`config.mk`:
```
export PLATFORM = sky130hd
export DESIGN_NAME = nand_host_ctrl
export DESIGN_NICKNAME = d
export VERILOG_FILES = /design/src/rtl/nfc_pkg.sv /design/src/rtl/nfc_rb_sync.sv /design/src/rtl/nfc_strobe.sv /design/src/rtl/nfc_regs.sv /design/src/rtl/nand_host_ctrl.sv
export SDC_FILE = /design/constraint.sdc
export NUM_CORES = 1
export LEC_CHECK = 0
export ABC_AREA = 1
export BUFFER_PORTS_ARGS = -buffer_cell sky130_fd_sc_hd__buf_2
export CAP_MARGIN = 10
export CORE_MARGIN = 2
export CORE_UTILIZATION = 40
export DETAILED_ROUTE_END_ITERATION = 12
export HOLD_SLACK_MARGIN = 0.02
export PLACE_DENSITY = 0.74
export SYNTH_ARGS = -nofsm -noshare
export SYNTH_HDL_FRONTEND = slang
export SYNTH_SLANG_ARGS = --single-unit
```
`constraint.sdc`:
```
create_clock -name clk -period 1.8 [get_ports clk]
set_input_delay 0.27 -clock clk [delete_from_list [all_inputs] [get_ports clk]]
set_output_delay 0.27 -clock clk [all_outputs]
set_load 0.05 [all_outputs]
```
`src/rtl/nfc_pkg.sv`:
```
package nfc_pkg;

    localparam int CS_W = 2;
    localparam int NCS  = 1 << CS_W;

    typedef enum logic [2:0] {
        RA_DATA = 3'd0,
        RA_MODE = 3'd1,
        RA_STAT = 3'd2,
        RA_FLAG = 3'd3,
        RA_MASK = 3'd4,
        RA_TIME = 3'd5,
        RA_SRST = 3'd6,
        RA_NONE = 3'd7
    } reg_idx_e;

    typedef struct packed {
        logic            wgate;
        logic [1:0]      rsvd;
        logic            ce_on;
        logic [CS_W-1:0] cs;
        logic            ale;
        logic            cle;
    } mode_t;

    typedef enum logic [1:0] {
        ST_IDLE,
        ST_PULSE,
        ST_HOLD,
        ST_DONE
    } strobe_st_e;

    function automatic mode_t mode_from_byte(input logic [7:0] b);
        mode_t m;
        m      = mode_t'(b);
        m.rsvd = 2'b00;
        return m;
    endfunction

endpackage

```
`src/rtl/nfc_rb_sync.sv`:
```
module nfc_rb_sync #(
    parameter int STAGES = 2
) (
    input  logic clk,
    input  logic rst,
    input  logic rb_async,
    output logic rb_sync,
    output logic ready_edge
);
    logic [STAGES-1:0] chain;
    logic              prev;

    generate
        if (STAGES == 1) begin : g_one
            always_ff @(posedge clk) begin
                if (rst) chain <= '1;
                else     chain <= rb_async;
            end
        end else begin : g_many
            always_ff @(posedge clk) begin
                if (rst) chain <= '1;
                else     chain <= {chain[STAGES-2:0], rb_async};
            end
        end
    endgenerate

    always_ff @(posedge clk) begin
        if (rst) prev <= 1'b1;
        else     prev <= chain[STAGES-1];
    end

    assign rb_sync    = chain[STAGES-1];
    assign ready_edge = chain[STAGES-1] & ~prev;

endmodule

```
`src/rtl/nfc_strobe.sv`:
```
module nfc_strobe
    import nfc_pkg::*;
#(
    parameter int TW = 4
) (
    input  logic          clk,
    input  logic          rst,
    input  logic          start,
    input  logic          is_read,
    input  logic [TW-1:0] spw,
    input  logic [TW-1:0] hold,
    input  logic [7:0]    wbyte,
    input  logic [7:0]    dq_in,
    output logic          we_n,
    output logic          re_n,
    output logic          dq_oe,
    output logic [7:0]    dq_out,
    output logic [7:0]    rbyte,
    output logic          active,
    output logic          done
);
    localparam int CW = TW + 1;

    strobe_st_e    st;
    logic [CW-1:0] cnt;
    logic          rd;
    logic [7:0]    wreg;
    logic [TW-1:0] spw_eff, hold_eff;

    // a zero count is taken as one
    assign spw_eff  = (spw  == '0) ? TW'(1) : spw;
    assign hold_eff = (hold == '0) ? TW'(1) : hold;

    always_ff @(posedge clk) begin
        if (rst) begin
            st    <= ST_IDLE;
            cnt   <= '0;
            rd    <= 1'b0;
            wreg  <= '0;
            rbyte <= '0;
        end else begin
            case (st)
                ST_IDLE: if (start) begin
                    st   <= ST_PULSE;
                    cnt  <= {1'b0, spw_eff};
                    rd   <= is_read;
                    wreg <= wbyte;
                end
                ST_PULSE: begin
                    if (cnt == '0) begin
                        st  <= ST_HOLD;
                        cnt <= {1'b0, hold_eff} + CW'(1);
                        if (rd) rbyte <= dq_in;
                    end else begin
                        cnt <= cnt - CW'(1);
                    end
                end
                ST_HOLD: begin
                    if (cnt == '0) st <= ST_DONE;
                    else           cnt <= cnt - CW'(1);
                end
                default: st <= ST_IDLE;
            endcase
        end
    end

    assign active = (st == ST_PULSE) || (st == ST_HOLD);
    assign done   = (st == ST_DONE);
    assign we_n   = ~((st == ST_PULSE) && !rd);
    assign re_n   = ~((st == ST_PULSE) && rd);
    assign dq_oe  = active && !rd;
    assign dq_out = wreg;

    assert_pulse_to_hold_R3: assert property (@(posedge clk) disable iff (rst)
        (st == ST_PULSE) |=> (st == ST_PULSE) || (st == ST_HOLD));
    assert_done_after_hold_R5: assert property (@(posedge clk) disable iff (rst)
        (st == ST_DONE) |-> $past(st == ST_HOLD));

endmodule

```
`src/rtl/nfc_regs.sv`:
```
module nfc_regs
    import nfc_pkg::*;
#(
    parameter int          TW          = 4,
    parameter int          RST_CYCLES  = 4,
    parameter logic [3:0]  DEF_HOLD    = 4'd2,
    parameter logic [3:0]  DEF_SPW     = 4'd4
) (
    input  logic          clk,
    input  logic          rst,
    input  logic          bus_req,
    input  logic          bus_wr,
    input  logic [4:0]    bus_addr,
    input  logic [31:0]   bus_wdata,
    output logic [31:0]   bus_rdata,
    output logic          bus_ack,
    output logic          irq,
    input  logic          st_active,
    input  logic          st_done,
    input  logic [7:0]    st_rbyte,
    input  logic          rb_sync,
    input  logic          ready_edge,
    output mode_t         mode,
    output logic [TW-1:0] spw,
    output logic [TW-1:0] hold,
    output logic          st_start,
    output logic          st_read,
    output logic [7:0]    st_wbyte,
    output logic          soft_rst
);
    localparam int RCW = $clog2(RST_CYCLES + 1);

    reg_idx_e         idx;
    logic             is_data, wr_blocked, wen;
    logic             flag_q, mask_q;
    logic [2*TW-1:0]  time_q;
    logic [RCW-1:0]   rcnt;
    logic             unused_bits;

    assign unused_bits = ^{bus_wdata[31:8], bus_addr[1:0]};
    assign idx         = reg_idx_e'(bus_addr[4:2]);
    assign is_data     = (idx == RA_DATA);
    assign wr_blocked  = bus_wr && !mode.wgate;
    assign wen         = bus_req && bus_wr && !is_data;
    assign soft_rst    = (rcnt != '0);

    assign st_start = bus_req && is_data && !wr_blocked && !st_active && !st_done && !soft_rst;
    assign st_read  = !bus_wr;
    assign st_wbyte = bus_wdata[7:0];
    assign bus_ack  = bus_req && (is_data ? (wr_blocked || st_done) : 1'b1);

    assign spw  = time_q[TW-1:0];
    assign hold = time_q[2*TW-1:TW];
    assign irq  = flag_q & mask_q;

    always_ff @(posedge clk) begin
        if (rst)                                              rcnt <= '0;
        else if (soft_rst)                                    rcnt <= rcnt - RCW'(1);
        else if (wen && idx == RA_SRST && bus_wdata[0])       rcnt <= RCW'(RST_CYCLES);
    end

    always_ff @(posedge clk) begin
        if (rst || soft_rst) begin
            mode   <= '0;
            time_q <= {TW'(DEF_HOLD), TW'(DEF_SPW)};
            flag_q <= 1'b0;
            mask_q <= 1'b0;
        end else begin
            if (wen && idx == RA_MODE) mode   <= mode_from_byte(bus_wdata[7:0]);
            if (wen && idx == RA_TIME) time_q <= bus_wdata[2*TW-1:0];
            if (wen && idx == RA_MASK) mask_q <= bus_wdata[0];
            if (ready_edge)                                   flag_q <= 1'b1;
            else if (wen && idx == RA_FLAG && bus_wdata[0])   flag_q <= 1'b0;
        end
    end

    always_comb begin
        bus_rdata = '0;
        case (idx)
            RA_DATA: bus_rdata[7:0]      = st_rbyte;
            RA_MODE: bus_rdata[7:0]      = mode;
            RA_STAT: bus_rdata[7]        = ~rb_sync | st_active;
            RA_FLAG: bus_rdata[0]        = flag_q;
            RA_MASK: bus_rdata[0]        = mask_q;
            RA_TIME: bus_rdata[2*TW-1:0] = time_q;
            RA_SRST: bus_rdata[0]        = soft_rst;
            default: bus_rdata           = '0;
        endcase
    end

    assert_flag_source_R8: assert property (@(posedge clk) disable iff (rst)
        $rose(flag_q) |-> $past(ready_edge));
    assert_srst_clears_R9: assert property (@(posedge clk) disable iff (rst)
        soft_rst |=> (mode == '0) && (mask_q == 1'b0));

endmodule

```
`src/rtl/nand_host_ctrl.sv`:
```
module nand_host_ctrl
    import nfc_pkg::*;
#(
    parameter int          TW         = 4,
    parameter int          SYNC_STG   = 2,
    parameter int          RST_CYCLES = 4,
    parameter logic [3:0]  DEF_HOLD   = 4'd2,
    parameter logic [3:0]  DEF_SPW    = 4'd4
) (
    input  logic        clk,
    input  logic        rst,
    input  logic        bus_req,
    input  logic        bus_wr,
    input  logic [4:0]  bus_addr,
    input  logic [31:0] bus_wdata,
    output logic [31:0] bus_rdata,
    output logic        bus_ack,
    output logic        irq,
    output logic        nf_cle,
    output logic        nf_ale,
    output logic [3:0]  nf_ce_n,
    output logic        nf_we_n,
    output logic        nf_re_n,
    output logic [7:0]  nf_dq_out,
    output logic        nf_dq_oe,
    input  logic [7:0]  nf_dq_in,
    input  logic        nf_rb
);
    mode_t         mode;
    logic [TW-1:0] spw, hold;
    logic          st_start, st_read, st_active, st_done, soft_rst;
    logic [7:0]    st_wbyte, st_rbyte;
    logic          rb_sync, ready_edge;

    nfc_rb_sync #(.STAGES(SYNC_STG)) u_sync (
        .clk(clk), .rst(rst), .rb_async(nf_rb),
        .rb_sync(rb_sync), .ready_edge(ready_edge)
    );

    nfc_regs #(.TW(TW), .RST_CYCLES(RST_CYCLES), .DEF_HOLD(DEF_HOLD), .DEF_SPW(DEF_SPW)) u_regs (
        .clk(clk), .rst(rst),
        .bus_req(bus_req), .bus_wr(bus_wr), .bus_addr(bus_addr),
        .bus_wdata(bus_wdata), .bus_rdata(bus_rdata), .bus_ack(bus_ack), .irq(irq),
        .st_active(st_active), .st_done(st_done), .st_rbyte(st_rbyte),
        .rb_sync(rb_sync), .ready_edge(ready_edge),
        .mode(mode), .spw(spw), .hold(hold),
        .st_start(st_start), .st_read(st_read), .st_wbyte(st_wbyte), .soft_rst(soft_rst)
    );

    nfc_strobe #(.TW(TW)) u_strobe (
        .clk(clk), .rst(rst | soft_rst),
        .start(st_start), .is_read(st_read), .spw(spw), .hold(hold),
        .wbyte(st_wbyte), .dq_in(nf_dq_in),
        .we_n(nf_we_n), .re_n(nf_re_n), .dq_oe(nf_dq_oe), .dq_out(nf_dq_out),
        .rbyte(st_rbyte), .active(st_active), .done(st_done)
    );

    assign nf_cle = mode.cle;
    assign nf_ale = mode.ale;

    generate
        for (genvar i = 0; i < NCS; i++) begin : g_ce
            assign nf_ce_n[i] = ~(mode.ce_on && (mode.cs == CS_W'(i)));
        end
    endgenerate

    assert_we_gated_R3: assert property (@(posedge clk) disable iff (rst)
        $fell(nf_we_n) |-> mode.wgate);
    assert_one_ce_R2: assert property (@(posedge clk) disable iff (rst)
        $onehot0(~nf_ce_n));

endmodule

```
==> flow_summary.json, run 1 <==
{
  "clock-sinks": 46,
  "ys_warn_count": 0,
  "postRouteAntennaNets": 0,
  "worst-setup-path-type": "reg -> out",
  "crit_arrival_ps": 1480,
  "grt_pass1_vias": 2198,
  "reg2reg_slack_ps": 150,
  "synth_ff_type": "dfxtp_1",
  "rows": 28,
  "p_sw_share_pct": 43.0,
  "drv_cap": 0,
  "report.power.total_mw": 3.51,
  "rsz0062_at_grt": "true",
  "p_int_mw": 2.00,
  "outcome": "completed",
  "drv_slew": 0,
  "viasPerCell": 4.78,
  "crit_required_ps": 1530,
  "area_growth_pct": 19.0,
  "h-tree-depth": 2,
  "cts_hold_buf": 0,
  "antenna_cells": 0,
  "hold_class": "in -> reg",
  "fin_skew_ps": 6.74,
  "fmax_mhz": 571,
  "cts_inserted_buffers": 5,
  "hold_viol_final": 0,
  "first_iter_violations": 197,
  "clk_pin_slew_worst_paths_ps": 90,
  "setup_viol": 0,
  "post-route-worst-setup-slack_ps": 49.8,
  "ys_top_cells_by_area": "dfxtp_1, nand2_1, o21ai_0",
  "ys_seq_elements": 46,
  "met2_length_mm": 2.65,
  "gp_congestion": 0.853,
  "clockBufferDepth": 2,
  "portBuffers": 50,
  "cts_tree": "built",
  "ys_seq_area_share_pct": 36.8,
  "yosys-top-cells-count": "nand2_1, inv_1, dfxtp_1, nor2_1, o21ai_0",
  "dp_slack_ps": -1.04,
  "ios": 101,
  "power.switching_mw": 1.51,
  "yosys.area.top_type_share_pct": 36.8,
  "wire_per_inst_um": 11.5,
  "pwr-share-seq_pct": 32.8,
  "grt_max_degree": 18,
  "hold_slack_ps": 142,
  "wl_mm": 5.70,
  "initial_core_util_pct": 41.8,
  "yosysMostFrequentCell": "nand2_1",
  "drive_above_1_share_pct": 23.9,
  "via_count": 2376,
  "power_leakage_nw": 1.39,
  "grt-ovfl-total": 0,
  "yosysTopAreaCell": "dfxtp_1",
  "finalCritPeriodShare_pct": 97.2,
  "cts-root-buf": "clkbuf_8",
  "die_y_um": 83.1,
  "antenna_found_initial": 0,
  "syn_inst": 360,
  "syn-cell-area_sq_um": 2500,
  "comb_power_share_pct": 47.8,
  "power_density_nw_per_um2": 1180,
  "top_layer_used": "met4",
  "met1Wirelength_mm": 2.66,
  "ys_types": 30,
  "die_w_um": 83.1,
  "firstDrtPassIters": 4,
  "cp-start-kind": "register",
  "crit_fanout": 3,
  "synth.avg_cell_area_sq_um": 6.95,
  "core_area_sq_um": 5990,
  "period_needed_ps": 1750,
  "critPathCaptureType": "output port",
  "nNetsFinal": 476,
  "drc": 0,
  "async_reset_ff_share_pct": 0,
  "post-dp-hpwl_mm": 4.52,
  "synth-edff-count": 0,
  "grt_use_total_pct": 16.6,
  "grt_pass1_wl_mm": 9.72,
  "ir_drop_mv": 0.858,
  "power_frac_clock_pct": 19.3,
  "met3WireLength_um": 332,
  "dieArea_sq_um": 6910,
  "clock_latency_ps": 300
}
[cell families (layout without fill, tap and decap cells)]
family,Yosys count,in the layout,share of synthesized area [%]
adder cells (fa/ha/maj),5,5,2.50
XOR/XNOR,2,2,0.700
AND/OR/NAND/NOR,147,147,27.1
buffers and inverters,80,119,15.8
other,1,24,0.150
AO/OA/AOI/OAI,79,79,16.9
flip-flops,46,46,36.8
[worst max-delay path, stage by stage (launching register included)]
cell and delay, ps:
dfxtp_1 320, buf_4 140, ha_1 200, inv_2 80, nand2_2 70, nor2_4 160, nor2_1 70, buf_6 150
[through the flow]
stage	setup TNS (ps)	utilization (%)	instances	area (sq um)
6_report	0	49.7	497	2980
5_1_grt	-27.0	49.7	497	2980
4_1_cts	0	49.3	497	2950
3_5_place_dp	-1.04	47.2	489	2830
2_1_floorplan	-540	-	383	2600
3_3_place_gp	0	47.2	489	2830
[registers in the layout, summed over array words and instances, names as in the netlist, 2 cells and up]
register and flops:
u_strobe.rbyte 8, u_regs.time_q 8, u_regs.rcnt 3, u_sync.chain 2, u_strobe.st 2, u_strobe.dq_out 8
u_strobe.cnt 5, u_regs.mode 6
[per-layer routing]
layer,track usage (%),vias up
li1,-,1231
met1,21.7,1071
met2,27.8,69
met4,4.02,0
met3,3.68,5
met5,0,-
[final cells by class]
| class | instances | area, sq um |
|---|---|---|
| fillers | 610 | 3010 |
| inverters | 50 | 188 |
| multi-input cells | 257 | 1310 |
| repair buffers | 61 | 367 |
| flip-flops and latches | 46 | 923 |
| clock buffers | 7 | 86.3 |
| clock inverters | 1 | 8.76 |
| well taps | 75 | 93.8 |
[power by group through the flow]
stage / clock network (mW) / logic [mW] / registers, mW
2_1_floorplan: 0 / 1.20 / 1.19
3_3_place_gp: 0 / 1.52 / 1.17
3_5_place_dp: 0 / 1.53 / 1.17
4_1_cts: 0.688 / 1.63 / 1.15
5_1_grt: 0.728 / 1.87 / 1.16
6_report: 0.678 / 1.68 / 1.15
[repair_timing]
| action | in CTS | in global routing |
|---|---|---|
| pin swaps | 0 | 2 |
| endpoints found under the hold margin | 0 | 0 |
| gates cloned | 0 | 0 |
| setup endpoints to repair | 3 | 7 |
| buffers inserted | 0 | 0 |
| resized for setup | 7 | 13 |
[cell usage in the layout, fill, tap and decap left out, drive strengths merged]
master / n
o2111ai: 1
o221ai: 3
clkbuf: 7
ha: 5
conb: 24
nand3: 20
o21ai: 39
dfxtp: 46
nand2: 65
nand4: 3
xnor2: 2
or2: 6
a21oi: 32
buf: 61
nor3: 5
nor2: 48
inv: 51
o211ai: 4
[path summary, 6_finish.rpt]
| kind | startpoint | end | depth (start not counted) |
|---|---|---|---|
| worst max-delay path | u_strobe.st[0]$_SDFFE_PP0P_ | bus_ack | 7 |
| worst min-delay path | nf_rb | u_sync.chain[0]$_SDFF_PP1_ | 2 |
| worst max register to register | u_strobe.st[0]$_SDFFE_PP0P_ | u_strobe.cnt[2]$_SDFFE_PP0P_ | 10 |
| worst min register to register | u_sync.chain[0]$_SDFF_PP1_ | u_sync.chain[1]$_SDFF_PP1_ | 1 |
Power figures use the tool's default switching activity.
==> run 2: changes to the inputs <==
- CTS_BUF_LIST: not set -> sky130_fd_sc_hd__clkbuf_4 sky130_fd_sc_hd__clkbuf_8 sky130_fd_sc_hd__clkbuf_16
==> run 2 against run 1 <==
Compared with the run above:
- critical path depth unchanged
- total power increased by 0.49%
- cell count unchanged
- design area increased by 0.13%
- die area unchanged
- core utilization increased by 0.063 points
- maximum frequency about the same
- setup slack about the same
- register-to-register slack about the same
- global-route usage unchanged
- sequential share of layout area about the same
==> flow_summary.json, run 2 (synthesis gave the netlist of run 1 again) <==
{
  "grt_use_total_pct": 16.6,
  "post-dp-hpwl_mm": 4.52,
  "area_growth_pct": 19.1,
  "initial_core_util_pct": 41.8,
  "hold_slack_ps": 142,
  "ir_drop_mv": 0.858,
  "antenna_cells": 0,
  "min-delay-start": "nf_rb",
  "h-tree-depth": 2,
  "postRouteAntennaNets": 0,
  "crit_path_top_delay_cell": "dfxtp_1",
  "slowest_delay_ps": 320,
  "postCtsSetupRepairBufs": 0,
  "clk_pin_slew_worst_paths_ps": 90,
  "cp-start-kind": "register",
  "crit_arrival_ps": 1480,
  "crit_chain": "buf_4, ha_1, inv_2, nand2_2, nor2_4, nor2_1, buf_6",
  "layout_commonest_cell": "nand2_1",
  "rsz0062_at_grt": "true",
  "hold_viol_final": 0,
  "drv_cap": 0,
  "first_iter_violations": 192,
  "grt-ovfl-total": 0,
  "wl_mm": 5.70,
  "report.power.total_mw": 3.52,
  "reg2reg_slack_ps": 150,
  "core_area_sq_um": 5990,
  "via_count": 2385,
  "antenna_found_initial": 0,
  "power_leakage_nw": 1.40,
  "grt_max_degree": 18,
  "post-route-worst-setup-slack_ps": 50.0,
  "drive_above_1_share_pct": 24.2,
  "reg2reg_from": "u_strobe.st[0]$_SDFFE_PP0P_",
  "ios": 101,
  "dieArea_sq_um": 6910,
  "placed_area_sq_um": 2830,
  "drv_slew": 0,
  "cts_hold_buf": 0,
  "gp_congestion": 0.853,
  "crit_fanout": 3,
  "grt_pass1_vias": 2198,
  "grt_pass1_wl_mm": 9.72,
  "finalCritPeriodShare_pct": 97.2,
  "critPathCaptureType": "output port",
  "clock-sinks": 46,
  "clock_latency_ps": 300,
  "rows": 28,
  "viasPerCell": 4.80,
  "wire_per_inst_um": 11.5,
  "die_w_um": 83.1,
  "worst-setup-path-type": "reg -> out",
  "portBuffers": 50,
  "holdPathStages": 2,
  "cts_tree": "built",
  "crit_required_ps": 1530,
  "setup_viol": 0,
  "drc": 0,
  "fmax_mhz": 571,
  "clockBufferDepth": 2,
  "min_to": "u_sync.chain[0]$_SDFF_PP1_",
  "dp_slack_ps": -1.04,
  "power_density_nw_per_um2": 1180,
  "die_y_um": 83.1,
  "hold_class": "in -> reg",
  "fin_skew_ps": 6.45,
  "reg2reg_depth": 10,
  "fin_area_sq_um": 2980,
  "final_cell_mix": "nand2_1, inv_1, buf_2, dfxtp_1, nor2_1",
  "cts-root-buf": "clkbuf_8",
  "cts_inserted_buffers": 5,
  "nNetsFinal": 476,
  "r2r-end": "u_strobe.cnt[2]$_SDFFE_PP0P_",
  "crit_path_start": "u_strobe.st[0]$_SDFFE_PP0P_",
  "period_needed_ps": 1750,
  "firstDrtPassIters": 4,
  "outcome": "completed",
  "utilization_pct": 49.8
}
-- run 2: where the power goes --
part / internal (mW) / switching, mW / total [mW]
Combinational: 0.588 / 1.09 / 1.68
Sequential: 1.09 / 0.0565 / 1.15
Clock: 0.333 / 0.360 / 0.693
-- run 2: layout make-up --
cell class | instances | area (sq um)
clock inverter | 1 | 8.76
inverter | 50 | 188
multi-input combinational | 257 | 1310
timing repair buffer | 61 | 367
fill | 609 | 3010
clock buffer | 7 | 90.1
tap | 75 | 93.8
sequential | 46 | 923
-- run 2: worst max-delay path by stage --
| stage | to | slack [ps] | depth (start not counted) |
|---|---|---|---|
| 2_1_floorplan | bus_rdata[5] | -270 | 4 |
| 3_3_place_gp | u_strobe.dq_out[7]$_SDFFE_PP0P_ | 70 | 9 |
| 3_5_place_dp | u_strobe.dq_out[7]$_SDFFE_PP0P_ | -1 | 9 |
| 4_1_cts | bus_rdata[7] | 4 | 5 |
| 5_1_grt | bus_rdata[0] | -20 | 5 |
| 6_report | bus_ack | 50 | 7 |
-- run 2: repair_timing --
| item | 4_1_cts | 5_1_grt |
|---|---|---|
| pin swaps | 0 | 2 |
| setup endpoints to repair | 3 | 7 |
| resized for setup | 7 | 13 |
| hold endpoints to repair | 0 | 0 |
-- run 2: stage by stage --
stage	setup TNS [ps]	cells
after floorplan	-540	383
after global placement	0	489
after detailed placement	-1.04	489
after CTS	0	497
after global routing	-27.0	497
final	0	497
-- run 2: metal layers --
layer	vias up	part of all wire, %	GRT usage [%]
li1	1233	-	-
met1	1079	47	21.7
met2	68	47	27.8
met3	5	5.7	3.68
met4	0	0.91	4.02
met5	-	0	0
-- run 2: worst max-delay path, delay by kind of cell (launching register included) --
kind | cells | cell delay [ps]
flops | 1 | 320
simple gates | 3 | 300
buf+inv | 3 | 370
fa+ha+maj | 1 | 200
==> run 3: changes to the inputs <==
- CELL_PAD_IN_SITES_DETAIL_PLACEMENT: not set -> 0
- CELL_PAD_IN_SITES_GLOBAL_PLACEMENT: not set -> 1
- CORE_UTILIZATION: 40 -> 30
- PLACE_DENSITY: 0.74 -> 0.79
==> run 3 against run 2 <==
Compared with the run above:
- first-iteration DRC count fell by 41%
- largest cell class unchanged
- sequential power barely moved
- non-clock buffer count rose by 5
==> flow_summary.json, run 3 (synthesis gave the netlist of run 1 again) <==
{
  "outcome": "completed",
  "fin_skew_ps": 13.5,
  "reg2reg_from": "u_strobe.st[0]$_SDFFE_PP0P_",
  "cp-start-kind": "register",
  "grt_max_degree": 17,
  "drv_cap": 0,
  "gp_congestion": 0.823,
  "placed_area_sq_um": 2870,
  "wire_per_inst_um": 11.9,
  "final_cell_mix": "nand2_1, inv_1, buf_2, dfxtp_1, nor2_1",
  "nNetsFinal": 481,
  "min-delay-start": "nf_rb",
  "min_to": "u_sync.chain[0]$_SDFF_PP1_",
  "antenna_cells": 0,
  "slowest_delay_ps": 350,
  "area.sequential_sq_um": 923,
  "ir_drop_mv": 0.380,
  "area_growth_pct": 22.9,
  "drc": 0,
  "clock-sinks": 46,
  "die_y_um": 95.4,
  "r2r-end": "u_strobe.dq_out[7]$_SDFFE_PP0P_",
  "viasPerCell": 4.37,
  "fin_area_sq_um": 3080,
  "finalCritPeriodShare_pct": 97.7,
  "grt_pass1_vias": 2153,
  "reg2reg_slack_ps": 80,
  "dp_slack_ps": 63.7,
  "initial_core_util_pct": 30.8,
  "period_needed_ps": 1760,
  "multiInputGateArea_sq_um": 1320,
  "dieArea_sq_um": 9090,
  "hold_class": "in -> reg",
  "setup_viol": 0,
  "layout_commonest_cell": "nand2_1",
  "post-route-worst-setup-slack_ps": 41.7,
  "rsz0062_at_grt": "true",
  "critPathCaptureType": "output port",
  "clock_latency_ps": 310,
  "clockBufferDepth": 2,
  "firstDrtPassIters": 4,
  "portBuffers": 50,
  "postRouteAntennaNets": 0,
  "h-tree-depth": 2,
  "crit_required_ps": 1530,
  "wl_mm": 6.32,
  "first_iter_violations": 114,
  "fmax_mhz": 569,
  "worst-setup-path-type": "reg -> out",
  "die_w_um": 95.4,
  "core_area_sq_um": 8130,
  "crit_fanout": 4,
  "via_count": 2326,
  "cts_tree": "built",
  "fillers": 893,
  "reg2reg_depth": 10,
  "cts-root-buf": "clkbuf_8",
  "crit_chain": "inv_2, ha_4, buf_6, nor3_4, o221ai_2, buf_6",
  "rows": 33,
  "grt_pass1_wl_mm": 9.98,
  "drive_above_1_share_pct": 24.8,
  "critPathBufInv": 3,
  "cp_common_cell": "buf_6",
  "ios": 101,
  "cts_inserted_buffers": 5,
  "grt_use_total_pct": 14.3,
  "crit_path_top_delay_cell": "dfxtp_2",
  "fin_setup_tns_ps": 0,
  "power_leakage_nw": 1.42,
  "cp_top_family": "flip-flops",
  "drv_slew": 0,
  "clk_pin_slew_worst_paths_ps": 90,
  "crit_arrival_ps": 1490,
  "cts_hold_buf": 0,
  "post-dp-hpwl_mm": 4.95,
  "grt-ovfl-total": 0,
  "power_density_nw_per_um2": 1220,
  "holdPathStages": 2,
  "hold_viol_final": 0,
  "antenna_found_initial": 0
}
-- run 3: cell types whose count changed in the layout (fill, tap and decap cells not counted), moves of 2 or more --
cell,previous run,this run
buf_2,46,44
nand2_1,58,60
nand2_2,4,1
buf_4,11,17
-- run 3: per-layer routing --
layer,wire (um),global-route usage (%),up-vias
met4,99,4.95,0
met1,3060,18.9,1020
li1,-,-,1238
met5,0,0,-
met2,2850,23.3,59
met3,309,2.61,9
-- run 3: worst reg2reg max path, stage by stage (launching register included) --
cell,delay (ps)
dfxtp_2,330
buf_4,140
ha_1,200
inv_2,70
nand2_1,80
nor2_4,130
buf_4,140
nand3_2,100
buf_4,190
o21ai_0,200
a21oi_1,60
-- run 3: through the flow --
stage               utilization (%)  power (mW)  hold WS (ps)  cells
floorplan                         -        2.39           339    383
global placement               35.3        2.75           396    522
detailed placement             35.3        2.75           397    522
CTS                            37.4        3.66           138    531
global route                   37.8        3.99           140    532
finish                         37.8        3.75           142    532
-- run 3: report_power, final --
| part | internal [mW] | switching [mW] |
|---|---|---|
| sequential | 1.10 | 0.0590 |
| combinational | 0.631 | 1.15 |
| clock | 0.424 | 0.390 |
| total | 2.15 | 1.60 |
-- run 3: how the worst max path moves through the flow --
stage                           startpoint  depth (start not counted)           end
2_1_floorplan                  bus_addr[4]                          4  bus_rdata[5]
3_3_place_gp   u_strobe.st[0]$_SDFFE_PP0P_                          6  bus_rdata[7]
5_1_grt        u_strobe.st[1]$_SDFFE_PP0P_                          6  bus_rdata[7]
6_report       u_strobe.st[1]$_SDFFE_PP0P_                          6  bus_rdata[7]
4_1_cts        u_strobe.st[0]$_SDFFE_PP0P_                          7       bus_ack
3_5_place_dp   u_strobe.st[1]$_SDFFE_PP0P_                          6  bus_rdata[7]
-- run 3: cell type report --
class                           count  area share [%]
Multi-Input combinational cell    257            42.9
Tap cell                          105            4.27
Timing Repair Buffer               66            12.9
Clock inverter                      3            1.59
Clock buffer                        5            2.24
Inverter                           50            6.10
Sequential cell                    46            30.0
-- run 3: repair_timing --
item / in CTS / in global routing
gates cloned: 0 / 0
endpoints found under the setup margin: 4 / 15
buffers inserted: 1 / 1
gates resized for setup: 12 / 11
pin swaps: 3 / 2
